$ cat config.mk
export PLATFORM = sky130hd
export DESIGN_NAME = adc_result_fifo
export DESIGN_NICKNAME = d
export VERILOG_FILES = /design/src/rtl/adcfifo_pkg.sv /design/src/rtl/adcfifo_mem.sv /design/src/rtl/adcfifo_thr.sv /design/src/rtl/adc_result_fifo.sv
export SDC_FILE = /design/constraint.sdc
export NUM_CORES = 1
export LEC_CHECK = 0
export CAP_MARGIN = 10
export CORE_MARGIN = 3
export CORE_UTILIZATION = 53
export DETAILED_ROUTE_END_ITERATION = 8
export HOLD_SLACK_MARGIN = 0.08
export PLACE_DENSITY = 0.73
export SKIP_LAST_GASP = 1
export SLEW_MARGIN = 20
export SYNTH_ARGS = -nofsm -noshare
export SYNTH_HDL_FRONTEND = slang
export SYNTH_SLANG_ARGS = --single-unit
$ cat constraint.sdc
create_clock -name clk -period 3 [get_ports clk]
set_clock_uncertainty 0.2 [all_clocks]
set_input_delay 0.3 -clock clk [delete_from_list [all_inputs] [get_ports clk]]
set_output_delay 0.3 -clock clk [all_outputs]
set_load 0.01 [all_outputs]
$ cat src/rtl/adcfifo_pkg.sv
package adcfifo_pkg;
   // Read-word layout
   localparam int RD_W      = 32;
   localparam int EMPTY_BIT = 31;
   localparam int CH_LSB    = 16;
   // Flag register layout
   localparam int FLG_W     = 4;
   localparam int FLG_THR   = 0;
   localparam int FLG_OVR   = 1;
   localparam int FLG_RSV   = 2;
   localparam int FLG_END   = 3;
endpackage

$ cat src/rtl/adcfifo_mem.sv
module adcfifo_mem #(
   parameter int DEPTH = 16,
   parameter int W     = 17,
   localparam int AW   = (DEPTH > 1) ? $clog2(DEPTH) : 1
) (
   input  logic         clk,
   input  logic         rst_n,
   input  logic         push,
   input  logic         pop,
   input  logic [W-1:0] wdata,
   output logic [W-1:0] rdata,
   output logic         full,
   output logic         empty
);
   logic [W-1:0]  store [DEPTH];
   logic [AW-1:0] wp, rp, wp_nx, rp_nx;
   logic [AW:0]   lvl;

   generate
      if (DEPTH < 2) begin : g_bad_depth
         $error("adcfifo_mem: DEPTH must be at least 2");
      end
      if ((1 << AW) == DEPTH) begin : g_pow2
         assign wp_nx = wp + 1'b1;
         assign rp_nx = rp + 1'b1;
      end else begin : g_mod
         assign wp_nx = (wp == AW'(DEPTH - 1)) ? '0 : wp + 1'b1;
         assign rp_nx = (rp == AW'(DEPTH - 1)) ? '0 : rp + 1'b1;
      end
   endgenerate

   always_ff @(posedge clk or negedge rst_n) begin
      if (!rst_n) begin
         wp  <= '0;
         rp  <= '0;
         lvl <= '0;
      end else begin
         if (push) wp <= wp_nx;
         if (pop)  rp <= rp_nx;
         case ({push, pop})
            2'b10:   lvl <= lvl + 1'b1;
            2'b01:   lvl <= lvl - 1'b1;
            default: lvl <= lvl;
         endcase
      end
   end

   always_ff @(posedge clk) begin
      if (push) store[wp] <= wdata;
   end

   assign rdata = store[rp];
   assign full  = (lvl == (AW+1)'(DEPTH));
   assign empty = (lvl == '0);
endmodule

$ cat src/rtl/adcfifo_thr.sv
module adcfifo_thr #(
   parameter int CNT_W = 9,
   parameter int INIT  = 8
) (
   input  logic             clk,
   input  logic             rst_n,
   input  logic             load,
   input  logic [CNT_W-1:0] load_val,
   input  logic             dec,
   input  logic             inc,
   output logic [CNT_W-1:0] cnt,
   output logic             hit
);
   localparam logic [CNT_W-1:0] ONE = CNT_W'(1);

   // Two's-complement wrap falls out of plain modular arithmetic.
   always_ff @(posedge clk or negedge rst_n) begin
      if (!rst_n)              cnt <= CNT_W'(INIT);
      else if (load)           cnt <= load_val;
      else if (dec && !inc)    cnt <= cnt - 1'b1;
      else if (inc && !dec)    cnt <= cnt + 1'b1;
   end

   assign hit = !load && dec && !inc && (cnt == ONE);
endmodule

$ cat src/rtl/adc_result_fifo.sv
module adc_result_fifo
   import adcfifo_pkg::*;
#(
   parameter int DEPTH    = 16,
   parameter int DATA_W   = 12,
   parameter int CH_W     = 5,
   parameter int CNT_W    = 9,
   parameter int THR_INIT = DEPTH / 2
) (
   input  logic              clk,
   input  logic              rst_n,
   input  logic              wr_valid,
   input  logic [DATA_W-1:0] wr_result,
   input  logic [CH_W-1:0]   wr_chan,
   input  logic              wr_last,
   input  logic              rd_en,
   output logic [RD_W-1:0]   rd_data,
   input  logic              thr_load,
   input  logic [CNT_W-1:0]  thr_value,
   output logic [CNT_W-1:0]  thr_cnt,
   input  logic              flg_clr_we,
   input  logic [FLG_W-1:0]  flg_clr_mask,
   output logic [FLG_W-1:0]  flags,
   input  logic              thr_irq_en,
   output logic              thr_irq
);
   localparam int ENT_W = DATA_W + CH_W;

   generate
      if (DATA_W > CH_LSB) begin : g_bad_data
         $error("adc_result_fifo: DATA_W must fit below the status half");
      end
      if (CH_LSB + CH_W > EMPTY_BIT) begin : g_bad_chan
         $error("adc_result_fifo: CH_W collides with the empty bit");
      end
      if (CNT_W < $clog2(DEPTH) + 2) begin : g_bad_cnt
         $error("adc_result_fifo: CNT_W too narrow for DEPTH");
      end
   endgenerate

   logic             fifo_full, fifo_empty;
   logic             pop_ok, push_ok, ovr_evt, thr_hit;
   logic [ENT_W-1:0] head;
   logic [FLG_W-1:0] flg_q, flg_set, flg_clr;

   assign pop_ok  = rd_en && !fifo_empty;
   assign push_ok = wr_valid && (!fifo_full || pop_ok);
   assign ovr_evt = wr_valid && !push_ok;

   adcfifo_mem #(.DEPTH(DEPTH), .W(ENT_W)) u_mem (
      .clk   (clk),
      .rst_n (rst_n),
      .push  (push_ok),
      .pop   (pop_ok),
      .wdata ({wr_chan, wr_result}),
      .rdata (head),
      .full  (fifo_full),
      .empty (fifo_empty)
   );

   adcfifo_thr #(.CNT_W(CNT_W), .INIT(THR_INIT)) u_thr (
      .clk      (clk),
      .rst_n    (rst_n),
      .load     (thr_load),
      .load_val (thr_value),
      .dec      (push_ok),
      .inc      (pop_ok),
      .cnt      (thr_cnt),
      .hit      (thr_hit)
   );

   always_comb begin
      rd_data = '0;
      if (fifo_empty) begin
         rd_data[EMPTY_BIT] = 1'b1;
      end else begin
         rd_data[DATA_W-1:0]       = head[DATA_W-1:0];
         rd_data[CH_LSB +: CH_W]   = head[ENT_W-1 -: CH_W];
      end
   end

   always_comb begin
      flg_set          = '0;
      flg_set[FLG_THR] = thr_hit;
      flg_set[FLG_OVR] = ovr_evt;
      flg_set[FLG_RSV] = 1'b0;
      flg_set[FLG_END] = wr_valid && wr_last;
      flg_clr          = flg_clr_we ? flg_clr_mask : '0;
      flg_clr[FLG_RSV] = 1'b1;
   end

   always_ff @(posedge clk or negedge rst_n) begin
      if (!rst_n) flg_q <= '0;
      else        flg_q <= (flg_q & ~flg_clr) | flg_set;
   end

   assign flags   = flg_q;
   assign thr_irq = flg_q[FLG_THR] && thr_irq_en;
endmodule

Word level (Yosys, flattened, before mapping)
Memories as Yosys holds them, arrays and structs flattened.
Index checks and enable logic that the tools add are counted.
{"block": "totals", "regBits": 26, "ram_bits": 272, "in_bits": 38, "mem_count": 1}
{"block": "classes", "addsub": 6, "eq_ne": 4, "muxes": 10, "bitwise": 3, "n_reduce_logical": 19}
{"name": "u_mem.store", "depth": 16, "width": 17, "read_ports": 1, "rd_ports_with_merged_regs": 0, "write_ports": 1, "line": "adcfifo_mem.sv:15", "rtl": "logic [W-1:0] store [DEPTH];"}
{"op": "9-bit two-way mux", "count": 3}
{"op": "12-bit two-way mux", "count": 1}
{"op": "1-bit logical AND", "count": 10}
{"op": "5-bit case mux with 2 select lines", "count": 1}
{"op": "9-bit by 1-bit adder with 9-bit output, second input constant", "count": 1}
{"op": "9-bit by 1-bit equality test with 1-bit output, second input constant", "count": 1}
{"op": "9-bit by 1-bit subtractor with 9-bit output, second input constant", "count": 1}
{"op": "4-bit by 1-bit adder with 4-bit output, second input constant", "count": 2}
{"op": "5-bit by 1-bit adder with 5-bit output, second input constant", "count": 1}
{"op": "5-bit equality test, second input constant", "count": 1}
{"op": "1-bit zero test", "count": 5}
{"op": "5-bit zero test", "count": 1}
{"op": "5-bit two-way mux", "count": 1}
{"op": "5-bit by 1-bit subtractor with 5-bit output, second input constant", "count": 1}
{"op": "4-bit AND", "count": 1}
{"op": "4-bit two-way mux", "count": 1}
{"op": "4-bit inverter", "count": 1}
{"op": "4-bit OR", "count": 1}
{"op": "1-bit two-way mux", "count": 3}
{"op": "3-bit nonzero test", "count": 1}
{"op": "2-bit by 1-bit equality test with 1-bit output, second input constant", "count": 1}
{"op": "2-bit equality test, second input constant", "count": 1}
{"op": "2-bit nonzero test", "count": 1}
{"op": "1-bit logical OR", "count": 1}

Depth between registers and ports, before layout
{"block": "depth", "ltp_word": 10, "depth_mapped": 10, "mapped_depth_nobuf": 9}

Cells and area by module
A second synthesis with hierarchy kept.
{"block": "unflattened", "cells_unflattened": 642, "area_unflattened_um2": 12208.0}
{"module": "adcfifo_mem", "n_inst": 1, "cells_each": 516, "area_each_um2": 11139.4, "seq_area_each_um2": 8493.1}
{"module": "adcfifo_thr", "n_inst": 1, "cells_each": 78, "area_each_um2": 680.7, "seq_area_each_um2": 226.5}
{"module": "adc_result_fifo", "n_inst": 1, "cells_each": 48, "area_each_um2": 387.9, "seq_area_each_um2": 75.1}

Least setup slack after synthesis
Ideal clock, no wire load.
{"block": "synth_path", "path_type": "register -> register", "start": "register u_mem.lvl[4]", "end": "memory u_mem.store[0][0] (enable)", "setup_ps": 435, "arrival_ps": 2650, "t_required_ps": 2365, "setup_slack_ps": -285, "stages_incl_launch_ff": 6, "period_less_slack_ps": 3285, "path_cell_list": "dfrtp_1 > clkbuf_1 > nor2b_1 > nand2_1 > nand2_1 > nor4_1"}
{"block": "synth_via", "elab_chain_cells": 7}
{"item": "start, declared", "line": "adcfifo_mem.sv:17", "rtl": "logic [AW:0] lvl;"}
{"item": "start signal, assigned", "line": "adcfifo_mem.sv:41", "rtl": "2'b10: lvl <= lvl + 1'b1;"}
{"item": "start signal, assigned", "line": "adcfifo_mem.sv:42", "rtl": "2'b01: lvl <= lvl - 1'b1;"}
{"item": "start signal, assigned", "line": "adcfifo_mem.sv:43", "rtl": "default: lvl <= lvl;"}
{"item": "5-bit zero test", "line": "adcfifo_mem.sv:54", "rtl": "assign empty = (lvl == '0);"}
{"item": "1-bit zero test", "line": "adc_result_fifo.sv:46", "rtl": "assign pop_ok = rd_en && !fifo_empty;"}
{"item": "1-bit logical AND", "line": "adc_result_fifo.sv:46"}
{"item": "1-bit logical OR *", "line": "adc_result_fifo.sv:47", "rtl": "assign push_ok = wr_valid && (!fifo_full || pop_ok);"}
{"item": "1-bit logical AND *", "line": "adc_result_fifo.sv:47"}
{"item": "1-bit two-way mux *", "line": "adcfifo_mem.sv:49", "rtl": "if (push) store[wp] <= wdata;"}
{"item": "1-bit two-way mux (not written as such) *", "line": "adcfifo_mem.sv:49"}
{"item": "end, declared", "line": "adcfifo_mem.sv:15"}
Every way passes the cells marked *; elsewhere a longest branch is shown, timed or not.

Worst setup path after layout
{"block": "layout_path", "start": "register u_mem.rp[0]", "end": "output rd_data[10]"}
{"block": "layout_via", "elab_chain_cells": 2}
{"item": "start, declared", "line": "adcfifo_mem.sv:16", "rtl": "logic [AW-1:0] wp, rp, wp_nx, rp_nx;"}
{"item": "start signal, assigned", "line": "adcfifo_mem.sv:39", "rtl": "if (pop) rp <= rp_nx;"}
{"item": "memory read 16 x 17 bit"}
{"item": "12-bit two-way mux", "line": "adc_result_fifo.sv:74", "rtl": "if (fifo_empty) begin"}
{"item": "end, declared", "line": "adc_result_fifo.sv:17", "rtl": "output logic [RD_W-1:0] rd_data,"}
No other way between the ends.

==> run metrics <==
number of global-route vias before repair about 6600; Post-Syn Area 12180 µm²; RSZ-0062 raised after global routing true; vias 6402; Critical Path Sink Type primary output; Max Fclk 310.2 MHz; Reg2Reg Depth 9; Crit Path Max Fanout 6; TritonCTS Buffers 29; clk root buf clkbuf_16; ys async rst share under 10%; Final Hold Vio Count 0; first-pass GRT wire length 40800 µm; area of the multi-input gates 3212 µm²; WL/cell about 26 µm; Switch Pwr 3.962 mW; Synth Area in Compound Gates 2.999%; sequential-to-total area share from yosys stat 72.18%; Final Setup Violations 18; Worst EP arrival between 2 and 3 ns; post-synthesis average cell area between 15 and 20 µm²; fin util 66.90%; DP HPWL 15500 µm; Sw Ratio 28.37%; H-tree Lvls 1; Slew headroom between 30 and 40%; Storage cell area approximately 8800 µm²; synthesized flop and latch total 297; largest area contributor in the netlist edfxtp_1; CP bufs+invs 4; total of max-cap violations 0; EDFF count, synth 272; part of the power in registers between 30% and 40%; simple-gate share of the synthesized area 3.851%; Die Span X 157.6 µm; Slew @ Worst Pin 0.9376 ns; sinks on the clock net 297; Final ANT Viol Nets 0; crit start category flip-flop; share of cells above drive strength 1 between 30% and 40%; Worst-path clk slew 0.06 ns; TritonCTS clock tree built; clk buf depth 3; worst reg2reg path startpoint u_mem.lvl[1]$_DFFE_PN0P_; core area 22230 µm²; PortBufs between 60 and 70; Critical Path Source u_mem.rp[0]$_DFFE_PN0N_; die height 157.6 µm; GRT Overall Usage 22.55%; largest net degree at the start of global routing 47; Clock Power Share between 20% and 30%; row count 54; Slowest-stage cell, CP mux4_2; number of fillers in the final layout 1397; IO Pins 84; R2R Path End u_mem.lvl[4]$_DFFE_PN0P_; XOR/XNOR share of the synthesized area under 10%; outcome complete, but fails checks; Final Power 13.97 mW; Crit Path Class reg2out; crit-path leading delay family multiplexers; Hold Buf Count CTS 0; Comb pwr share 34.4%; nets 800; largest family of logic cells by synthesized area multiplexers; leakage dissipation 5.077 nW; vias per cell around 6; design area 14870 µm²; Slew Limit Fails 0; post-synth top area share 67.04%; count of non-filler cells in the finished layout between 1000 and 1500; later-pin clock latency in the skew report 0.55 ns; Yosys Warn Count 0; DRC 0; final worst path period need approximately 3.2 ns; slowest stage delay, CP roughly 0.54 ns; Die ar. between 20000 and 25000 µm²; violated checks setup timing; internal power about 10 mW; top_reg_cell synth edfxtp_1; CP cell instances buf_12 > buf_4 > buf_6 > mux4_2 > mux4_2 > nor2b_4 > buf_6; R2R Setup Slk 0.23 ns; Area contributors post-synth edfxtp_1 67%, mux4_2 16%, dfrtp_1 4.9%; Congestion Overflow GR 0; diodes inserted 0; critical path data required time 2.50 ns; Final Wtd Congestion 0.8059; worst hold path class in2async; Starting Density 54.81%; VDD IR-drop max 610.9 µV; DP Area 13540 µm²; cell area power density 939.2 nW/µm²; Post-Synth Adder-Cell Area ~1.3%; Synth Instances 613; DRT iter0 DRCs roughly 670; total wire length 27210 µm; Synth cell types 53; Final WS setup -0.2236 ns; dpl cells between 900 and 1000; crit share post-route 107.5%; post-synthesis mux area share 15.90%; initial antenna violation count 0; Syn-to-layout area delta 22.05%; drt first pass iters 5
[cell usage in the layout, fill, tap and decap left out, types with 3 or more instances in the layout]
cell type          n
dfrtp_1           22
buf_4             49
buf_12            11
nor4_2             5
nor2b_4            3
a32oi_1            3
clkbuf_16         29
edfxtp_1         272
bufinv_16          7
o211ai_1           7
mux4_2            85
nor2_1             6
xor2_1             4
conb_1            15
a21oi_1            6
clkinv_2           7
and2_1             5
and2b_1            7
nand3_1            5
nor2_2             6
xnor2_1           12
buf_2             13
nor3_2             4
ha_1              11
inv_1             19
clkinv_1           6
nor2b_1           10
buf_6              7
buf_16             4
o21ai_0           13
nand2_1           20
clkdlybuf4s50_1   50
[worst max-delay path by stage]
stage          cells past startpoint  slack (ns)                          end
5_1_grt                            7       -0.27                  rd_data[10]
3_5_place_dp                       5       0.005                  rd_data[17]
2_1_floorplan                      5       -0.28  u_mem.store[0][0]$_DFFE_PP_
6_report                           7       -0.22                  rd_data[10]
3_3_place_gp                       5        0.02                  rd_data[16]
4_1_cts                            7       -0.25                   rd_data[4]
[final cells by class]
class,count,area share (%)
tap,280,2.356
clock buffer,29,4.880
sequential,297,59.18
inverter,20,0.5048
multi-input combinational,265,21.60
clock inverter,23,2.036
timing repair buffer,137,9.449
[routing by layer]
metal	vias up	track usage [%]	part of all wire, %
li1	2727	-	-
met1	3331	31.47	40
met2	279	37.15	50
met3	65	3.827	6.3
met4	0	7.149	3.0
met5	-	0	0
[cell families (layout without fill, tap and decap cells)]
logic type / after synthesis / in the layout
XOR/XNOR: 16 / 16
multiplexers: 87 / 87
flip-flops: 297 / 297
adder cells (fa/ha/maj): 12 / 12
AND/OR/NAND/NOR: 86 / 86
buffers and inverters: 65 / 209
other: 1 / 15
AO/OA/AOI/OAI: 49 / 49
[power by group through the flow]
| stage | Clock [mW] | Sequential, mW | Combinational (mW) |
|---|---|---|---|
| after floorplan | 0 | 5.22 | 2.79 |
| after global placement | 0 | 5.34 | 4.26 |
| after detailed placement | 0 | 5.38 | 4.33 |
| after CTS | 3.94 | 5.27 | 4.88 |
| after global routing | 4.10 | 5.31 | 5.13 |
| final | 3.89 | 5.28 | 4.80 |
[state kept, by name, indices dropped and copies added, names as in the netlist]
name,count
flags,3
u_mem.lvl,5
u_mem.rp,4
u_mem.store,272
u_mem.wp,4
u_thr.cnt,9
[stage by stage]
stage          setup slack (ns)  hold slack, ns  TNS [ns]
6_report                -0.2236         0.06871    -2.892
5_1_grt                 -0.2724          0.1104    -4.045
4_1_cts                 -0.2523         0.08784    -3.595
3_5_place_dp           0.005270          0.2979         0
3_3_place_gp            0.01675          0.2865         0
2_1_floorplan           -0.2847         -0.1956    -19.35
[synth_stat cells (7+ instances only)]
library cell,number
and2b_1,7
nor2b_1,14
xnor2_1,12
edfxtp_1,272
o21ai_0,13
mux4_2,85
dfrtp_1,24
buf_4,16
inv_1,19
buf_2,10
nor2_1,11
clkbuf_1,18
ha_1,11
o211ai_1,7
nand2_1,20
[what timing repair did]
action | in CTS | in global routing
buffers inserted | 16 | 0
hold endpoints to repair | 0 | 0
gates cloned | 4 | 0
setup endpoints to repair | 18 | 18
resized for setup | 86 | 6
[worst register-to-register path, stage by stage (launching register included)]
cell and delay [ns]:
dfrtp_1 0.45, or4_4 0.59, o21ai_4 0.20, inv_2 0.05
ha_1 0.31, nor2b_1 0.15, o21a_1 0.21, o211ai_1 0.21
o311ai_0 0.18, o211ai_1 0.15
Power figures use the tool's default switching activity.
